File: src/rtl/hs_port.sv
module hs_port #(
  parameter int W     = 8,
  parameter int DLY_W = 4,
  parameter int SYNC  = 2
) (
  input  logic             clk,
  input  logic             rst_n,
  input  logic             dir_out,
  input  logic [DLY_W-1:0] dly_cfg,
  input  logic [W-1:0]     tx_data,
  input  logic             tx_valid,
  output logic             tx_ready,
  output logic [W-1:0]     rx_data,
  output logic             rx_valid,
  input  logic             rx_ready,
  input  logic [W-1:0]     pin_din,
  output logic [W-1:0]     pin_dout,
  output logic             pin_oe,
  input  logic             dav_n_in,
  output logic             dav_n_out,
  input  logic             rdy_in,
  output logic             rdy_out
);

  typedef enum logic [1:0] {ST_IDLE, ST_IN_BUSY, ST_OUT_SETUP, ST_OUT_ACK} st_t;

  st_t              st;
  logic [SYNC-1:0]  dav_sh, rdy_sh;
  logic [W-1:0]     din_sh [SYNC];
  logic             dav_d, dir_q;
  logic [DLY_W-1:0] cnt, dly_eff;
  logic             dav_s, rdy_s, dav_fall, dir_chg, tx_fire, rx_fire;

  assign dav_s    = dav_sh[SYNC-1];
  assign rdy_s    = rdy_sh[SYNC-1];
  assign dav_fall = dav_d & ~dav_s;
  assign dir_chg  = dir_q != dir_out;
  assign dly_eff  = (dly_cfg == '0) ? DLY_W'(1) : dly_cfg;
  assign tx_fire  = tx_valid & tx_ready;
  assign rx_fire  = rx_valid & rx_ready;

  assign tx_ready  = dir_q & dir_out & (st == ST_IDLE) & rdy_s;
  assign rdy_out   = ~dir_q & (st == ST_IDLE);
  assign dav_n_out = st != ST_OUT_ACK;
  assign pin_oe    = dir_q;

  always_ff @(posedge clk) begin
    if (!rst_n) begin
      dav_sh <= '1;
      rdy_sh <= '0;
      dav_d  <= 1'b1;
      for (int i = 0; i < SYNC; i++) din_sh[i] <= '0;
    end else begin
      dav_sh    <= {dav_sh[SYNC-2:0], dav_n_in};
      rdy_sh    <= {rdy_sh[SYNC-2:0], rdy_in};
      dav_d     <= dav_s;
      din_sh[0] <= pin_din;
      for (int i = 1; i < SYNC; i++) din_sh[i] <= din_sh[i-1];
    end
  end

  always_ff @(posedge clk) begin
    if (!rst_n) begin
      st       <= ST_IDLE;
      dir_q    <= 1'b0;
      rx_valid <= 1'b0;
      rx_data  <= '0;
      pin_dout <= '0;
      cnt      <= '0;
    end else begin
      dir_q <= dir_out;
      if (dir_chg) begin
        st       <= ST_IDLE;
        rx_valid <= 1'b0;
      end else begin
        case (st)
          ST_IDLE: begin
            if (!dir_q && dav_fall) begin
              rx_data  <= din_sh[SYNC-1];
              rx_valid <= 1'b1;
              st       <= ST_IN_BUSY;
            end else if (tx_fire) begin
              pin_dout <= tx_data;
              cnt      <= dly_eff - DLY_W'(1);
              st       <= ST_OUT_SETUP;
            end
          end
          ST_IN_BUSY: begin
            if (rx_fire) rx_valid <= 1'b0;
            if (dav_s && (!rx_valid || rx_fire)) st <= ST_IDLE;
          end
          ST_OUT_SETUP: begin
            if (cnt == '0) st <= ST_OUT_ACK;
            else cnt <= cnt - DLY_W'(1);
          end
          ST_OUT_ACK: begin
            if (!rdy_s) st <= ST_IDLE;
          end
          default: st <= ST_IDLE;
        endcase
      end
    end
  end

endmodule

File: config.mk
export PLATFORM = sky130hd
export DESIGN_NAME = hs_port
export DESIGN_NICKNAME = d
export VERILOG_FILES = /design/src/rtl/hs_port.sv
export SDC_FILE = /design/constraint.sdc
export NUM_CORES = 1
export LEC_CHECK = 0
export BUFFER_PORTS_ARGS = -buffer_cell sky130_fd_sc_hd__buf_2
export CAP_MARGIN = 20
export CORE_UTILIZATION = 25
export CTS_CLUSTER_DIAMETER = 120
export DETAILED_ROUTE_END_ITERATION = 6
export PLACE_DENSITY = 0.57
export SYNTH_ARGS = -nofsm -noshare
export SYNTH_HDL_FRONTEND = slang
export SYNTH_SLANG_ARGS = --single-unit
File: constraint.sdc
create_clock -name clk -period 2 [get_ports clk]
set_clock_uncertainty 0.15 [all_clocks]
set_input_delay 0.6 -clock clk [delete_from_list [all_inputs] [get_ports clk]]
set_output_delay 0.6 -clock clk [all_outputs]
set_load 0.02 [all_outputs]
### Yosys cells after proc, flatten, opt, wreduce, memory -nomap -nowiden

Memory sizes are Yosys's and may differ from the RTL's. A register that Yosys moved wholly into a read port is not among the register bits.
Index checks and enable logic that the tools add are counted.
W data, S select, Z words.

* bits of input ports: 27
* flip-flop bits (word level): 21
* logic and storage cells: 74
* output and inout bits: 21
* memories: 1
* bits in writable memories: 16

Memories
* din_sh: words 2, bits a word 8, rd ports 2, clocked after memory_dff 1, write ports 2, RTL line 29 `logic [W-1:0] din_sh [SYNC];`

* multiplexer cells: 18
* reduce and logical (&&, ||, !) cells: 17
* eq/ne operators: 14
* bitwise operators: 14
* $add $sub $neg: 2

Operator list (count)
* $mux W4: 4
* $mux W8: 2
* $ne A2 B2 Y1 const B: 8
* $mux W2: 5
* $logic_not A4 Y1: 2
* $pmux W2 S4: 1
* $pmux W4 S2: 1
* $reduce_and A4 Y1: 2
* $sub A4 B1 Y4 const B: 2
* $and A1 B1 Y1: 7
* $reduce_and A3 Y1: 2
* $not A1 Y1: 5
* $reduce_and A5 Y1: 1
* $eq A2 B2 Y1 const B: 2
* $mux W1: 4
* $reduce_bool A2 Y1: 2
* $logic_not A1 Y1: 3
* $ne A3 B2 Y1 const B: 1
* $eq A2 B1 Y1 const B: 1
* $logic_and A1 B1 Y1: 2
* $logic_not A2 Y1: 1
* $ne A2 B1 Y1 const B: 1
* $or A1 B1 Y1: 2
* $pmux W1 S2: 1
* other kinds (3): 3

### Longest topological paths before layout

Gate-level depths: netlist of the first run.

* depth after elaboration: 7
* depth in mapped cells: 8
* gate-level depth less buffers: 7

### Worst setup path before layout of the first run

Ideal clock, no wire load.

* kind: input port to flip-flop
* start point: input port dir_out
* end point: register pin_dout[0]
* path slack: -0.034 ns
* setup time: 0.128 ns
* data arrival time: 1.757 ns
* stages: 6
* buffers on the path: 1
* data required time: 1.722 ns
* cell sequence: ha_1 nor3_1 nor3b_1 buf_4 mux2i_1 nor2_1

* cells in the longest elaborated chain, start to end: 5
* elaborated cells between the ends (all ways): 7
* classes of those cells: eq/ne: 1; bitwise: 5; reduce/logical: 1

Ends and longest elaborated chain
* from (decl): RTL line 8 `input logic dir_out,`
* $and A1 B1 Y1 (3 in series): RTL line 42 `assign tx_ready = dir_q & dir_out & (st == ST_IDLE) & rdy_s;`
* $and A1 B1 Y1: RTL line 39 `assign tx_fire = tx_valid & tx_ready;`
* $reduce_and A4 Y1 (no line) *
* to (signal assigned): RTL line 83 `pin_dout <= tx_data;`
* to (decl): RTL line 17 `output logic [W-1:0] pin_dout,`

Mark *: on every way between the ends. The rest lies on a longest branch, timed or not.
A chain may end at the register's enable or synchronous reset.

### Final worst setup path of the first run

* start point: input port dir_out
* end point: output port tx_ready

* cells in the longest elaborated chain, start to end: 3

Ends and longest elaborated chain
* $and A1 B1 Y1 (3 in series): RTL line 42
* to (decl): RTL line 12 `output logic tx_ready,`

No other way between the ends.

==> impl_metrics.toml, run 1 <==
[routing]
drt_iter0_drc = 20
via_per_inst = 4.225
dr.pass1.iters = 6
drc = 2
wl_per_cell_um = 10.91
ant_nets = 0
num_vias = 1293
totalWireLength_um = 3339

[timing]
worst_pin_slew_ns = 0.4680
max_slew_margin_pct = 68.51
slew_viol_final = 0
hold_violations = 0
whs_ns = 0.2659
tns_ns = 0
clock.fmax_ghz = 0.5100
post-route-min-period_ns = 1.961
period_share_pct = 98.05
setup_viol = 0

[synth]
synth_top_family_by_area = "simple AND/OR/NAND/NOR gates"
synth.area.top_cells = "dfxtp_1 (53%), mux2i_1 (10%), and2_1 (7.1%)"
synth-compound-area-share_pct = 8.915
async_reset_ff_share_pct = 0
synth_cells = 164
avgSynthCellArea_um2 = 10.27
synth_commonest_cells = "dfxtp_1 (45), and2_1 (19), nor2_1 (18)"
synthFlopType = "dfxtp_1"
yosysTopAreaCell = "dfxtp_1"
yosysMostFrequentCell = "dfxtp_1"
synth-simple-area-share_pct = 22.73
synth_xor_area_share_pct = 0
yosysSeqAreaShare_pct = 53.49
ys_ff_latch = 45
ys_warn_count = 0
syn_area_mm2 = 0.001684
synth_fa_ha_area_share_pct = 1.486
synth_top_area_share_pct = 53.49
synth_edf_count = 0
muxShareOfSynthArea_pct = 10.10
syn-num-nets = 193
synth_cell_types = 36

[worst_setup_path]
cp.buffers_inverters = 2
cp_max_fo = 2
r2r_slack_ns = 0.13
crit_required_ns = 1.25
slowest_stage = "nor3_2"
r2r-end = "cnt[2]$_SDFFE_PN0P_"
r2r_cells = 7
worstSetupPathType = "in2out"
critPathTopFamily = "buffers and inverters"
end_kind = "output port"
crit_top_cell = "buf_4"
r2r-start = "st[1]$_SDFFE_PP0P_"
cpPeakStageDelay_ns = 0.16
cp-start-kind = "primary input"
path_cells = "buf_4, ha_4, nand2_2, nor3_2, buf_4"
arrival_ns = 1.21

[global_routing]
grt_overflow = 0
track_usage_pct = 10.19
grt_start_max_net_pins = 18
antenna_found_initial = 0
grt_pass1_wl_um = 5658
first_global_vias = 1229

[finish]
drive_gt1_share_pct = 36.24
syn_to_final_growth_pct = 34.03
antenna_cells = 0
num-fill-cells = 665
nNetsFinal = 257

[placement]
port_buffers = 47
gp_congestion = 0.7603
dp_hpwl_um = 2473

[cts]
path_clk_slew_ns = 0.08
cts.hold.buffers_added = 0
clock_latency_ns = 0.30
cts-root-buf = "clkbuf_8"
cts_tree = "built"
cts_made_buffers = 5
htree_levels = 2
clock_path_buffers = 2
cts.sinks = 45

[hold_path]
hp-start = "dav_sh[0]$_SDFF_PN1_"
min_to = "dav_sh[1]$_SDFF_PN1_"
hold_path_depth = 1
hp-class = "reg2reg"

[power]
power.leakage_nw = 1.013
p_per_area_mw_per_mm2 = 734.4
power_mw = 1.658
ir_worst_vdd_uv = 286.5

[floorplanning]
start_util_pct = 26.22
floorplan.core_area_mm2 = 0.006422
fp.dieArea_mm2 = 0.007069
num_rows = 29
ios = 48
fp.dieH_um = 84.08
die_w_um = 84.08

[outcome]
status = "finished, violations left"
violations = "design-rule violations"

[job]
cap_violations = 0
==> how the worst max path moves through the flow <==
| stage | cells after the start | slack [ns] | start | to |
|---|---|---|---|---|
| detailed placement | 7 | -0.19 | dir_out | pin_dout[7]$_SDFFE_PN0P_ |
| global placement | 7 | -0.14 | dir_out | pin_dout[2]$_SDFFE_PN0P_ |
| CTS | 4 | 0.04 | pin_oe$_SDFF_PN0_ | tx_ready |
| floorplan | 6 | 0.02 | dir_out | pin_dout[0]$_SDFFE_PN0P_ |
| global route | 5 | -0.01 | dir_out | tx_ready |
| finish | 5 | 0.04 | dir_out | tx_ready |
==> kinds of logic after synthesis <==
family,Yosys count
compound gates,18
fa+ha+maj,2
buf+inv,12
flops,45
mux,17
simple gates,70
==> flip-flops by register name, summed over array words and instances (netlist names) <==
signal and count:
din_sh 16, pin_dout 8, rx_data 8, cnt 4, dav_sh 2, rdy_sh 2, st 2, dav_d 1
pin_oe 1, rx_valid 1
==> area by class of cell <==
class                      instances  area [um2]  share of cell area (%)
sequential                        45       905.9                   40.13
clock inverter                     3       28.78                   1.275
clock buffer                       5       68.82                   3.049
multi-input combinational        107       758.2                   33.59
inverter                           5       18.77                  0.8315
tap                               77       96.34                   4.268
timing repair buffer              64       380.4                   16.85
==> report_power, final <==
| group | leakage [nW] | total (mW) | switching (mW) | internal [mW] |
|---|---|---|---|---|
| clock | 0.0511 | 0.604 | 0.340 | 0.264 |
| combinational | 0.594 | 0.128 | 0.0598 | 0.0684 |
| sequential | 0.368 | 0.926 | 0.00814 | 0.918 |
| total | 1.01 | 1.66 | 0.408 | 1.25 |
==> metal layers <==
layer	GRT usage, %	vias up	routed length, um
met4	5.172	0	41
met1	12.70	572	1600
li1	-	690	-
met2	15.50	29	1512
met3	3.561	2	184
met5	0	-	0
==> metrics by stage <==
step | util (%) | setup WS (ns) | area [um2] | std cells
after global routing | 35.15 | -0.01472 | 2257 | 306
after floorplan | - | 0.02315 | 1694 | 164
after CTS | 34.68 | 0.04319 | 2227 | 305
after global placement | 33.24 | -0.1406 | 2135 | 298
final | 35.15 | 0.03904 | 2257 | 306
after detailed placement | 33.24 | -0.1950 | 2135 | 298
==> what timing repair did <==
action,in CTS,in global routing
cloned,0,0
buffers inserted,0,1
setup endpoints to repair,2,1
resized for setup,2,6
pin swaps,0,1
==> placed cells by master (no fill, tap or decap), drive strengths merged, types with 2 or more instances in the layout <==
cell    netlist  routed
buf           4      64
nor3          7       7
dfxtp        45      45
nor4          2       2
nor2         18      18
clkbuf        3       5
and2         19      19
nand2b        5       5
nor2b         2       2
nor3b         2       2
nand2         8       8
nor4b         2       2
o31ai         2       2
nand3         2       2
ha            2       2
inv           4       7
mux2i        17      17
and3          2       2
a21oi         5       5
No activity file was read; power rests on OpenSTA's default activity.
==> run 2: changes to the inputs <==
Settings changed: ABC_AREA from default to 1, SLEW_MARGIN from default to 10.
==> run 2 against run 1 <==
Net effect: the flow now finishes without violations; sequential share of layout area rose by 0.56 points; register-to-register slack better by 0.26 ns; core utilization is 2.6 points lower; largest power group unchanged.
==> impl_metrics.toml, run 2 <==
[routing]
dr.pass1.iters = 3
drc = 0
via_per_inst = 3.799
ant_nets = 0
drt_iter0_drc = 74
num_vias = 1436
wl_per_cell_um = 8.802
totalWireLength_um = 3327

[synth]
syn-num-nets = 258
synth_edf_count = 0
yosysSeqAreaShare_pct = 50.74
synthFlopType = "dfxtp_1"
ys_warn_count = 0
async_reset_ff_share_pct = 0
yosysMostFrequentCell = "nand2_1"
synth_top_area_share_pct = 50.74
synth_commonest_cells = "nand2_1 (51), dfxtp_1 (45), nor2_1 (41)"
synth_cells = 229
synth.area.top_cells = "dfxtp_1 (51%), nand2_1 (11%), nor2_1 (8.7%)"
yosysTopAreaCell = "dfxtp_1"
syn_area_mm2 = 0.001775
avgSynthCellArea_um2 = 7.753
ys_ff_latch = 45
synth_cell_types = 25

[floorplanning]
ios = 48
die_w_um = 86.27
floorplan.core_area_mm2 = 0.006832
num_rows = 30
fp.dieArea_mm2 = 0.007443
start_util_pct = 25.99
fp.dieH_um = 86.27

[job]
cap_violations = 0

[global_routing]
first_global_vias = 1265
grt_start_max_net_pins = 33
antenna_found_initial = 0
grt_overflow = 0
grt_pass1_wl_um = 5582
track_usage_pct = 9.557

[timing]
setup_viol = 0
clock.fmax_ghz = 0.5153
tns_ns = 0
post-route-min-period_ns = 1.941
max_slew_margin_pct = 80.80
hold_violations = 0
rsz0062_at_grt = "false"
period_share_pct = 97.04
worst_pin_slew_ns = 0.2850
slew_viol_final = 0

[cts]
cts_made_buffers = 5
clock_latency_ns = 0.29
path_clk_slew_ns = 0.09
cts_tree = "built"
htree_levels = 2
cts.sinks = 45
cts-root-buf = "clkbuf_8"
cts.hold.buffers_added = 0
post_cts_buffers = 0
clock_path_buffers = 2

[finish]
most-common-layout-cells = "nand2_1 (50), buf_2 (46), dfxtp_1 (43)"
num-fill-cells = 782
final_common_cell = "nand2_1"
drive_gt1_share_pct = 26.60
regMostFlops = "din_sh"
fin_area_mm2 = 0.002226
antenna_cells = 0
syn_to_final_growth_pct = 25.37
largestRegisters = "din_sh: 16 flops, pin_dout: 8 flops, rx_data: 8 flops"
nNetsFinal = 310
largest_reg_flops = 16

[worst_setup_path]
arrival_ns = 1.19
worstSetupPathType = "in2out"
cp_max_fo = 2
crit_required_ns = 1.25
cp-start-kind = "primary input"
end_kind = "output port"

[placement]
dpl_cell_area_mm2 = 0.002122
dp_hpwl_um = 2529
gp_congestion = 0.7517
port_buffers = 47

[hold_path]
hp-class = "reg2reg"

[power]
ir_worst_vdd_uv = 253.8
power.leakage_nw = 1.211
p_per_area_mw_per_mm2 = 761.1

[outcome]
status = "completed"
-- run 2: kinds of logic after synthesis --
kind of cell | share of synthesized area (%)
simple gates | 31.15
flops | 50.74
buf+inv | 9.373
compound gates | 6.836
fa+ha+maj | 1.409
xor+xnor | 0.4934
-- run 2: final cells by class --
cell class                      count  area [um2]  share of cell area (%)
Timing Repair Buffer               51       267.8                   12.03
Clock buffer                        5       68.82                   3.092
Sequential cell                    45       905.9                   40.70
Inverter                           34       127.6                   5.734
Multi-Input combinational cell    144       710.7                   31.93
Tap cell                           96       120.1                   5.396
Clock inverter                      3       25.02                   1.124
-- run 2: final timing paths --
path | depth (start not counted) | start | slack (ns) | to
hold reg to reg | 2 | din_sh[0][0]$_SDFF_PN0_ | 0.27 | din_sh[1][0]$_SDFF_PN0_
setup / recovery | 5 | dir_out | 0.06 | tx_ready
hold / removal | 2 | din_sh[0][0]$_SDFF_PN0_ | 0.27 | din_sh[1][0]$_SDFF_PN0_
setup reg to reg | 9 | st[0]$_SDFFE_PP0P_ | 0.39 | cnt[2]$_SDFFE_PN0P_
-- run 2: what timing repair did --
item | in CTS | in global routing
gates resized for setup | 1 | 4
setup endpoints to repair | 2 | 2
cloned | 0 | 0
-- run 2: per-layer routing --
metal | part of all wire, % | vias up | GRT usage, % | routed length, um
met4 | 1.5 | 0 | 3.636 | 50
li1 | - | 802 | - | -
met1 | 49 | 596 | 12.00 | 1646
met2 | 44 | 34 | 15.30 | 1466
met3 | 4.9 | 4 | 3.048 | 164
met5 | 0 | - | 0 | 0
-- run 2: report_power, final --
| group | leakage [nW] | internal (mW) | total (mW) | switching, mW |
|---|---|---|---|---|
| Combinational | 0.796 | 0.0718 | 0.181 | 0.109 |
| Sequential | 0.369 | 0.929 | 0.948 | 0.0188 |
| Clock | 0.0452 | 0.254 | 0.565 | 0.311 |
| Total | 1.21 | 1.26 | 1.69 | 0.439 |
-- run 2: worst max-delay path: stages --
cell and delay (ns):
buf_2 0.11, ha_1 0.20, nand2_2 0.09, nor2_4 0.04
buf_4 0.15
-- run 2: metrics by stage --
step	std cells	hold slack [ns]	total power, mW	setup WS [ns]	utilization, %
5_1_grt	378	0.2865	1.795	0.02958	32.58
3_3_place_gp	370	0.2439	1.152	0.01223	31.06
4_1_cts	378	0.2683	1.735	0.003818	32.45
2_1_floorplan	229	0.2405	1.093	0.2413	-
3_5_place_dp	370	0.2461	1.152	0.01361	31.06
6_report	378	0.2666	1.694	0.05923	32.58
